$ cat config.mk
export PLATFORM = sky130hd
export DESIGN_NAME = ror_unit
export DESIGN_NICKNAME = d
export VERILOG_FILES = /design/src/rtl/ror_pkg.sv /design/src/rtl/ror_decode.sv /design/src/rtl/ror_rotate.sv /design/src/rtl/ror_unit.sv
export SDC_FILE = /design/constraint.sdc
export NUM_CORES = 1
export LEC_CHECK = 0
export ABC_CLOCK_PERIOD_IN_PS = 2900
export BUFFER_PORTS_ARGS = -buffer_cell sky130_fd_sc_hd__buf_2
export CAP_MARGIN = 10
export CORE_UTILIZATION = 50
export CTS_CLUSTER_DIAMETER = 120
export CTS_CLUSTER_SIZE = 40
export DETAILED_ROUTE_END_ITERATION = 7
export PLACE_DENSITY_LB_ADDON = 0.2
export SYNTH_ARGS = -nofsm -noshare
export SYNTH_HDL_FRONTEND = slang
export SYNTH_SLANG_ARGS = --single-unit
$ cat constraint.sdc
create_clock -name clk -period 2.9 [get_ports clk]
set_input_delay 0.58 -clock clk [delete_from_list [all_inputs] [get_ports clk]]
set_output_delay 0.58 -clock clk [all_outputs]
set_load 0.1 [all_outputs]
$ cat src/rtl/ror_pkg.sv
package ror_pkg;

  typedef enum logic [2:0] {
    FORM_ACC,
    FORM_ABS,
    FORM_DIR,
    FORM_ABSX,
    FORM_DIRX,
    FORM_NONE
  } form_e;

  typedef enum logic [2:0] {
    ST_IDLE,
    ST_RD_LO,
    ST_RD_HI,
    ST_WR_LO,
    ST_WR_HI
  } state_e;

  localparam logic [7:0] OPC_ACC  = 8'h6A;
  localparam logic [7:0] OPC_ABS  = 8'h6E;
  localparam logic [7:0] OPC_DIR  = 8'h66;
  localparam logic [7:0] OPC_ABSX = 8'h7E;
  localparam logic [7:0] OPC_DIRX = 8'h76;

endpackage

$ cat src/rtl/ror_decode.sv
module ror_decode
  import ror_pkg::*;
#(
  parameter int CYC_W = 4
) (
  input  logic [7:0]       opcode,
  input  logic             wide,
  input  logic             dp_misaligned,
  output form_e            form,
  output logic [1:0]       len,
  output logic [CYC_W-1:0] cycles
);

  localparam logic [CYC_W-1:0] WIDE_EXTRA = CYC_W'(2);

  logic [CYC_W-1:0] base;
  logic             has_dp;

  always_comb begin
    form   = FORM_NONE;
    len    = 2'd0;
    base   = '0;
    has_dp = 1'b0;
    unique case (opcode)
      OPC_ACC:  begin form = FORM_ACC;  len = 2'd1; base = CYC_W'(2); end
      OPC_ABS:  begin form = FORM_ABS;  len = 2'd3; base = CYC_W'(6); end
      OPC_DIR:  begin form = FORM_DIR;  len = 2'd2; base = CYC_W'(5); has_dp = 1'b1; end
      OPC_ABSX: begin form = FORM_ABSX; len = 2'd3; base = CYC_W'(7); end
      OPC_DIRX: begin form = FORM_DIRX; len = 2'd2; base = CYC_W'(6); has_dp = 1'b1; end
      default:  ;
    endcase
  end

  always_comb begin
    cycles = base;
    if (wide && form != FORM_ACC && form != FORM_NONE) cycles = cycles + WIDE_EXTRA;
    if (has_dp && dp_misaligned) cycles = cycles + CYC_W'(1);
  end

endmodule

$ cat src/rtl/ror_rotate.sv
module ror_rotate (
  input  logic [15:0] operand,
  input  logic        wide,
  input  logic        carry_in,
  output logic [15:0] result,
  output logic        carry_out,
  output logic        negative,
  output logic        zero
);

  always_comb begin
    if (wide) begin
      result   = {carry_in, operand[15:1]};
      negative = result[15];
      zero     = (result == 16'h0000);
    end else begin
      result   = {operand[15:8], carry_in, operand[7:1]};
      negative = result[7];
      zero     = (result[7:0] == 8'h00);
    end
    carry_out = operand[0];
  end

endmodule

$ cat src/rtl/ror_unit.sv
module ror_unit
  import ror_pkg::*;
#(
  parameter int AW    = 24,
  parameter int CYC_W = 4
) (
  input  logic             clk,
  input  logic             rst_n,
  input  logic             cmd_valid,
  output logic             cmd_ready,
  input  logic [7:0]       cmd_opcode,
  input  logic             cmd_wide,
  input  logic [7:0]       cmd_dp_low,
  input  logic             cmd_carry,
  input  logic [15:0]      cmd_acc,
  input  logic [AW-1:0]    cmd_ea,
  output logic             mem_valid,
  input  logic             mem_ready,
  output logic             mem_we,
  output logic [AW-1:0]    mem_addr,
  output logic [7:0]       mem_wdata,
  input  logic [7:0]       mem_rdata,
  output logic             done,
  output logic             bad_opcode,
  output logic [15:0]      acc_out,
  output logic             carry_out,
  output logic             neg_out,
  output logic             zero_out,
  output logic [1:0]       len_out,
  output logic [CYC_W-1:0] cyc_out
);

  localparam logic [AW-1:0] NEXT_BYTE = AW'(1);

  state_e           state_q;
  logic             wide_q, cin_q;
  logic [AW-1:0]    ea_q;
  logic [15:0]      opnd_q;
  logic [1:0]       len_q;
  logic [CYC_W-1:0] cyc_q;

  form_e            dec_form;
  logic [1:0]       dec_len;
  logic [CYC_W-1:0] dec_cyc;

  logic [15:0]      rot_in, rot_res;
  logic             rot_wide, rot_cin, rot_c, rot_n, rot_z;

  logic             accept, hs, is_idle;

  ror_decode #(.CYC_W(CYC_W)) u_decode (
    .opcode        (cmd_opcode),
    .wide          (cmd_wide),
    .dp_misaligned (|cmd_dp_low),
    .form          (dec_form),
    .len           (dec_len),
    .cycles        (dec_cyc)
  );

  assign is_idle  = (state_q == ST_IDLE);
  assign rot_in   = is_idle ? cmd_acc   : opnd_q;
  assign rot_wide = is_idle ? cmd_wide  : wide_q;
  assign rot_cin  = is_idle ? cmd_carry : cin_q;

  ror_rotate u_rotate (
    .operand   (rot_in),
    .wide      (rot_wide),
    .carry_in  (rot_cin),
    .result    (rot_res),
    .carry_out (rot_c),
    .negative  (rot_n),
    .zero      (rot_z)
  );

  assign cmd_ready = is_idle;
  assign accept    = cmd_valid && cmd_ready;
  assign mem_valid = !is_idle;
  assign mem_we    = (state_q == ST_WR_LO) || (state_q == ST_WR_HI);
  assign mem_addr  = ((state_q == ST_RD_HI) || (state_q == ST_WR_HI)) ? ea_q + NEXT_BYTE : ea_q;
  assign mem_wdata = (state_q == ST_WR_HI) ? rot_res[15:8] : rot_res[7:0];
  assign hs        = mem_valid && mem_ready;

  always_ff @(posedge clk) begin
    if (!rst_n) begin
      state_q    <= ST_IDLE;
      wide_q     <= 1'b0;
      cin_q      <= 1'b0;
      ea_q       <= '0;
      opnd_q     <= '0;
      len_q      <= '0;
      cyc_q      <= '0;
      done       <= 1'b0;
      bad_opcode <= 1'b0;
      acc_out    <= '0;
      carry_out  <= 1'b0;
      neg_out    <= 1'b0;
      zero_out   <= 1'b0;
      len_out    <= '0;
      cyc_out    <= '0;
    end else begin
      done       <= 1'b0;
      bad_opcode <= 1'b0;
      unique case (state_q)
        ST_IDLE: if (accept) begin
          if (dec_form == FORM_NONE) begin
            bad_opcode <= 1'b1;
          end else if (dec_form == FORM_ACC) begin
            acc_out   <= rot_res;
            carry_out <= rot_c;
            neg_out   <= rot_n;
            zero_out  <= rot_z;
            len_out   <= dec_len;
            cyc_out   <= dec_cyc;
            done      <= 1'b1;
          end else begin
            wide_q  <= cmd_wide;
            cin_q   <= cmd_carry;
            ea_q    <= cmd_ea;
            opnd_q  <= '0;
            len_q   <= dec_len;
            cyc_q   <= dec_cyc;
            acc_out <= cmd_acc;
            state_q <= ST_RD_LO;
          end
        end
        ST_RD_LO: if (hs) begin
          opnd_q[7:0] <= mem_rdata;
          state_q     <= wide_q ? ST_RD_HI : ST_WR_LO;
        end
        ST_RD_HI: if (hs) begin
          opnd_q[15:8] <= mem_rdata;
          state_q      <= ST_WR_LO;
        end
        ST_WR_LO, ST_WR_HI: if (hs) begin
          if (state_q == ST_WR_LO && wide_q) begin
            state_q <= ST_WR_HI;
          end else begin
            carry_out <= rot_c;
            neg_out   <= rot_n;
            zero_out  <= rot_z;
            len_out   <= len_q;
            cyc_out   <= cyc_q;
            done      <= 1'b1;
            state_q   <= ST_IDLE;
          end
        end
        default: state_q <= ST_IDLE;
      endcase
    end
  end

  // a stalled memory request keeps every field steady
  p_req_hold_r9: assert property (@(posedge clk) disable iff (!rst_n)
    mem_valid && !mem_ready |=> mem_valid && $stable(mem_addr) && $stable(mem_we) && $stable(mem_wdata));

  // a write never directly follows acceptance
  p_read_first_r9: assert property (@(posedge clk) disable iff (!rst_n)
    $rose(mem_valid) |-> !mem_we);

  // completion is a single-cycle pulse
  p_done_pulse_r10: assert property (@(posedge clk) disable iff (!rst_n)
    done |=> !done);

  // command side closed while memory traffic is pending
  p_busy_r11: assert property (@(posedge clk) disable iff (!rst_n)
    mem_valid |-> !cmd_ready);

  // unknown opcode leaves results untouched and does not complete
  p_bad_quiet_r8: assert property (@(posedge clk) disable iff (!rst_n)
    bad_opcode |-> !done && !mem_valid && $stable(acc_out) && $stable(carry_out) && $stable(cyc_out));

  // a zero result cannot be negative
  p_flag_excl_r4: assert property (@(posedge clk) disable iff (!rst_n)
    done |-> !(zero_out && neg_out));

  // every completion reports a nonzero length
  p_len_nonzero_r5: assert property (@(posedge clk) disable iff (!rst_n)
    done |-> len_out != 2'd0);

endmodule

==> flow_metrics.py <==
metrics = {
    "logic_synthesis": {
        "synth_seq_area_share_pct": 35.35,
        "async_flop_share_pct": 0,
        "ys_types": 58,
        "syn-cell-area_sq_mm": 0.004417,
        "yosys_warnings": 0,
        "synth_ff_type": "dfxtp_1",
        "synth_nets": 605,
        "synth-seq-cells": 78,
        "yosys-top-cells-area": "dfxtp_1 (35%), mux2i_1 (10%), a21oi_1 (7.1%)",
        "synth_top_cell_area_share_pct": 35.35,
        "postSynthCellCount": 532,
        "synth.largest_area_cell": "dfxtp_1",
        "synth-edff-count": 0,
        "synth.avg_cell_area_sq_um": 8.302,
    },
    "finish": {
        "fin_util_pct": 73.73,
        "final_cell_mix": "buf_2 (102), nand2_1 (77), dfxtp_1 (75), a21oi_1 (56), mux2i_1 (45)",
        "drive_gt1_share_pct": 32.88,
        "diodes": 0,
        "mostFrequentLayoutCell": "buf_2",
        "final.fill_count": 644,
        "areaGrowthSynthToFinish_pct": 39.92,
        "ff_latch_area_sq_mm": 0.001565,
        "layout.nets": 725,
        "multi_input_area_sq_mm": 0.002980,
    },
    "place": {
        "portBuffers": 131,
        "hpwl_mm": 9.649,
        "place.gp.congestion": 0.9338,
    },
    "power": {
        "p_per_area_mw_per_mm2": 387.6,
        "p_sw_w": 0.0006233,
        "vdd_drop_max_mv": 0.2879,
        "fin_total_pwr_w": 0.002395,
        "clockPowerShare_pct": 40.3,
        "p_int_w": 0.001772,
        "power_frac_comb_pct": 14.5,
        "swShare_pct": 26.02,
        "power_leakage_nw": 2.539,
        "p_seq_share_pct": 45.2,
    },
    "timing": {
        "rsz0062_at_grt": "true",
        "skew_ns": 0.006814,
        "setup_viol": 0,
        "fmax_mhz": 353.5,
        "slew_headroom_pct": 52.58,
        "min_period_ns": 2.829,
        "finalCritPeriodShare_pct": 97.54,
        "tightest_slew_ns": 0.7113,
        "slew_violations": 0,
        "hold_viol": 0,
    },
    "setup_path": {
        "arrival_ns": 2.25,
        "setup.worst_path.end_class": "output pin",
        "critPathMaxFanout": 14,
        "required_ns": 2.32,
        "reg2reg_slack_ns": 0.57,
        "timing_worst_setup_path_type": "register to output pin",
        "cp-start-kind": "register",
    },
    "global_routing": {
        "grt_pass1_vias": 4140,
        "antenna_found_initial": 0,
        "overflow": 0,
        "grt_use_total_pct": 27.82,
        "grt_max_degree": 50,
        "grt_pass1_wl_mm": 19.84,
    },
    "drt": {
        "drt.antenna.violating_nets": 0,
        "routed_wl_mm": 12.70,
        "vias": 4562,
        "drc": 0,
        "post_drt_wl_per_cell_um": 16.67,
        "drtPass1Iterations": 5,
        "drt_iter0_drc": 256,
        "via_per_inst": 5.987,
    },
    "clock_tree": {
        "worstSkewPairLatency_ns": 0.34,
        "htreeDepth": 3,
        "tritoncts.num_buffers": 9,
        "root_buffer": "clkbuf_8",
        "clockBufferDepth": 2,
        "cts_setup_buffers": 0,
        "clk_pin_slew_worst_paths_ns": 0.08,
        "cts_tree": "built",
        "cts.sinks": 78,
    },
    "floorplan": {
        "start_util_pct": 52.69,
        "pin_count": 132,
        "rows": 33,
        "die_x_um": 95.99,
        "core-area_sq_mm": 0.008382,
        "die_h_um": 95.99,
        "die_area_sq_mm": 0.009213,
    },
    "run": {
        "maxCapViolations": 0,
    },
    "status": {
        "status": "complete, no violations",
    },
    "min_path": {
        "hp-class": "input port to register",
    },
}
## flip-flops by register name, indices dropped and copies added, names as in the netlist, 2 cells and up
signal	cells
cyc_out	4
state_q	3
ea_q	24
len_q	2
acc_out	16
cyc_q	4
len_out	2
opnd_q	16
## worst paths after layout
check             cells after the start                 endpoint               startpoint
hold / removal                        3     ea_q[0]$_SDFFE_PN0P_                cmd_ea[0]
hold reg to reg                       2  cyc_out[3]$_SDFFE_PN0P_  cyc_out[3]$_SDFFE_PN0P_
setup / recovery                      5             mem_wdata[7]  state_q[0]$_SDFFE_PN0P_
setup reg to reg                      5  acc_out[4]$_SDFFE_PN0P_  state_q[0]$_SDFFE_PN0P_
## power groups by stage
stage / sequential, W / clock (W) / combinational, W
4_1_cts: 0.00108 / 0.000974 / 0.000345
6_report: 0.00108 / 0.000965 / 0.000347
5_1_grt: 0.00108 / 0.00102 / 0.000366
2_1_floorplan: 0.00113 / 0 / 0.000187
3_5_place_dp: 0.00111 / 0 / 0.000343
3_3_place_gp: 0.00111 / 0 / 0.000339
## cells by family after synthesis
group,after synthesis,synth area share (%)
buffers and inverters,52,5.439
adders and majority gates,3,0.8499
and+or+nand+nor,179,20.45
xor gates and xnor gates,26,5.156
muxes,54,12.49
AOI/OAI and AO/OA,140,20.26
DFF,78,35.35
## worst max-delay path, stage by stage (launching register included)
cell	delay (ns)
dfxtp_1	0.41
or3_1	0.46
clkinvlp_4	0.29
mux2i_1	0.33
mux2_2	0.25
buf_12	0.18
## through the flow
| step | cells | worst slack (ns) | hold slack (ns) | TNS [ns] | area (sq um) |
|---|---|---|---|---|---|
| after floorplan | 532 | -0.07047 | 0.4401 | -0.2760 | 4775 |
| after global placement | 746 | 0.4206 | 0.4617 | 0 | 5926 |
| after detailed placement | 746 | 0.3242 | 0.4634 | 0 | 5926 |
| after CTS | 762 | 0.01634 | 0.4598 | 0 | 6167 |
| after global routing | 762 | -0.02376 | 0.4659 | -0.03786 | 6180 |
| final | 762 | 0.07128 | 0.4638 | 0 | 6180 |
## synth_stat cells (all sizes together) (3+ instances only)
master and n:
nor2 23, a22o 8, and2 3, and3 5, a21oi 64, clkbuf 26
o2111ai 9, or3 3, buf 11, xor2 6, mux2 9, a31o 3
nand4b 3, a211oi 3, nor3 5, nand4 14, nand3 13, mux2i 45
ha 3, inv 14, nand2 78, o21ai 24, a31oi 6, dfxtp 78
o22ai 8, a311oi 3, nand2b 3, xnor2 20, nand3b 4, nor4 15
## layer usage
| metal | track usage, % | vias to the layer above | wire [um] |
|---|---|---|---|
| met4 | 9.950 | 0 | 189 |
| met1 | 35.13 | 2166 | 5288 |
| li1 | - | 2180 | - |
| met5 | 0 | - | 0 |
| met2 | 48.88 | 195 | 6390 |
| met3 | 2.923 | 21 | 835 |
## what timing repair did
item | CTS | global route
pin swaps | 0 | 1
resized for setup | 2 | 3
hold buffers | 0 | 0
endpoints found under the setup margin | 2 | 11
## layout make-up
| type | count | share of cell area (%) |
|---|---|---|
| flip-flops and latches | 78 | 25.33 |
| inverters | 15 | 0.9719 |
| well taps | 105 | 2.126 |
| repair buffers | 146 | 19.48 |
| clock inverters | 5 | 1.741 |
| clock buffers | 11 | 2.126 |
| multi-input cells | 402 | 48.23 |
Power figures use the tool's default switching activity.
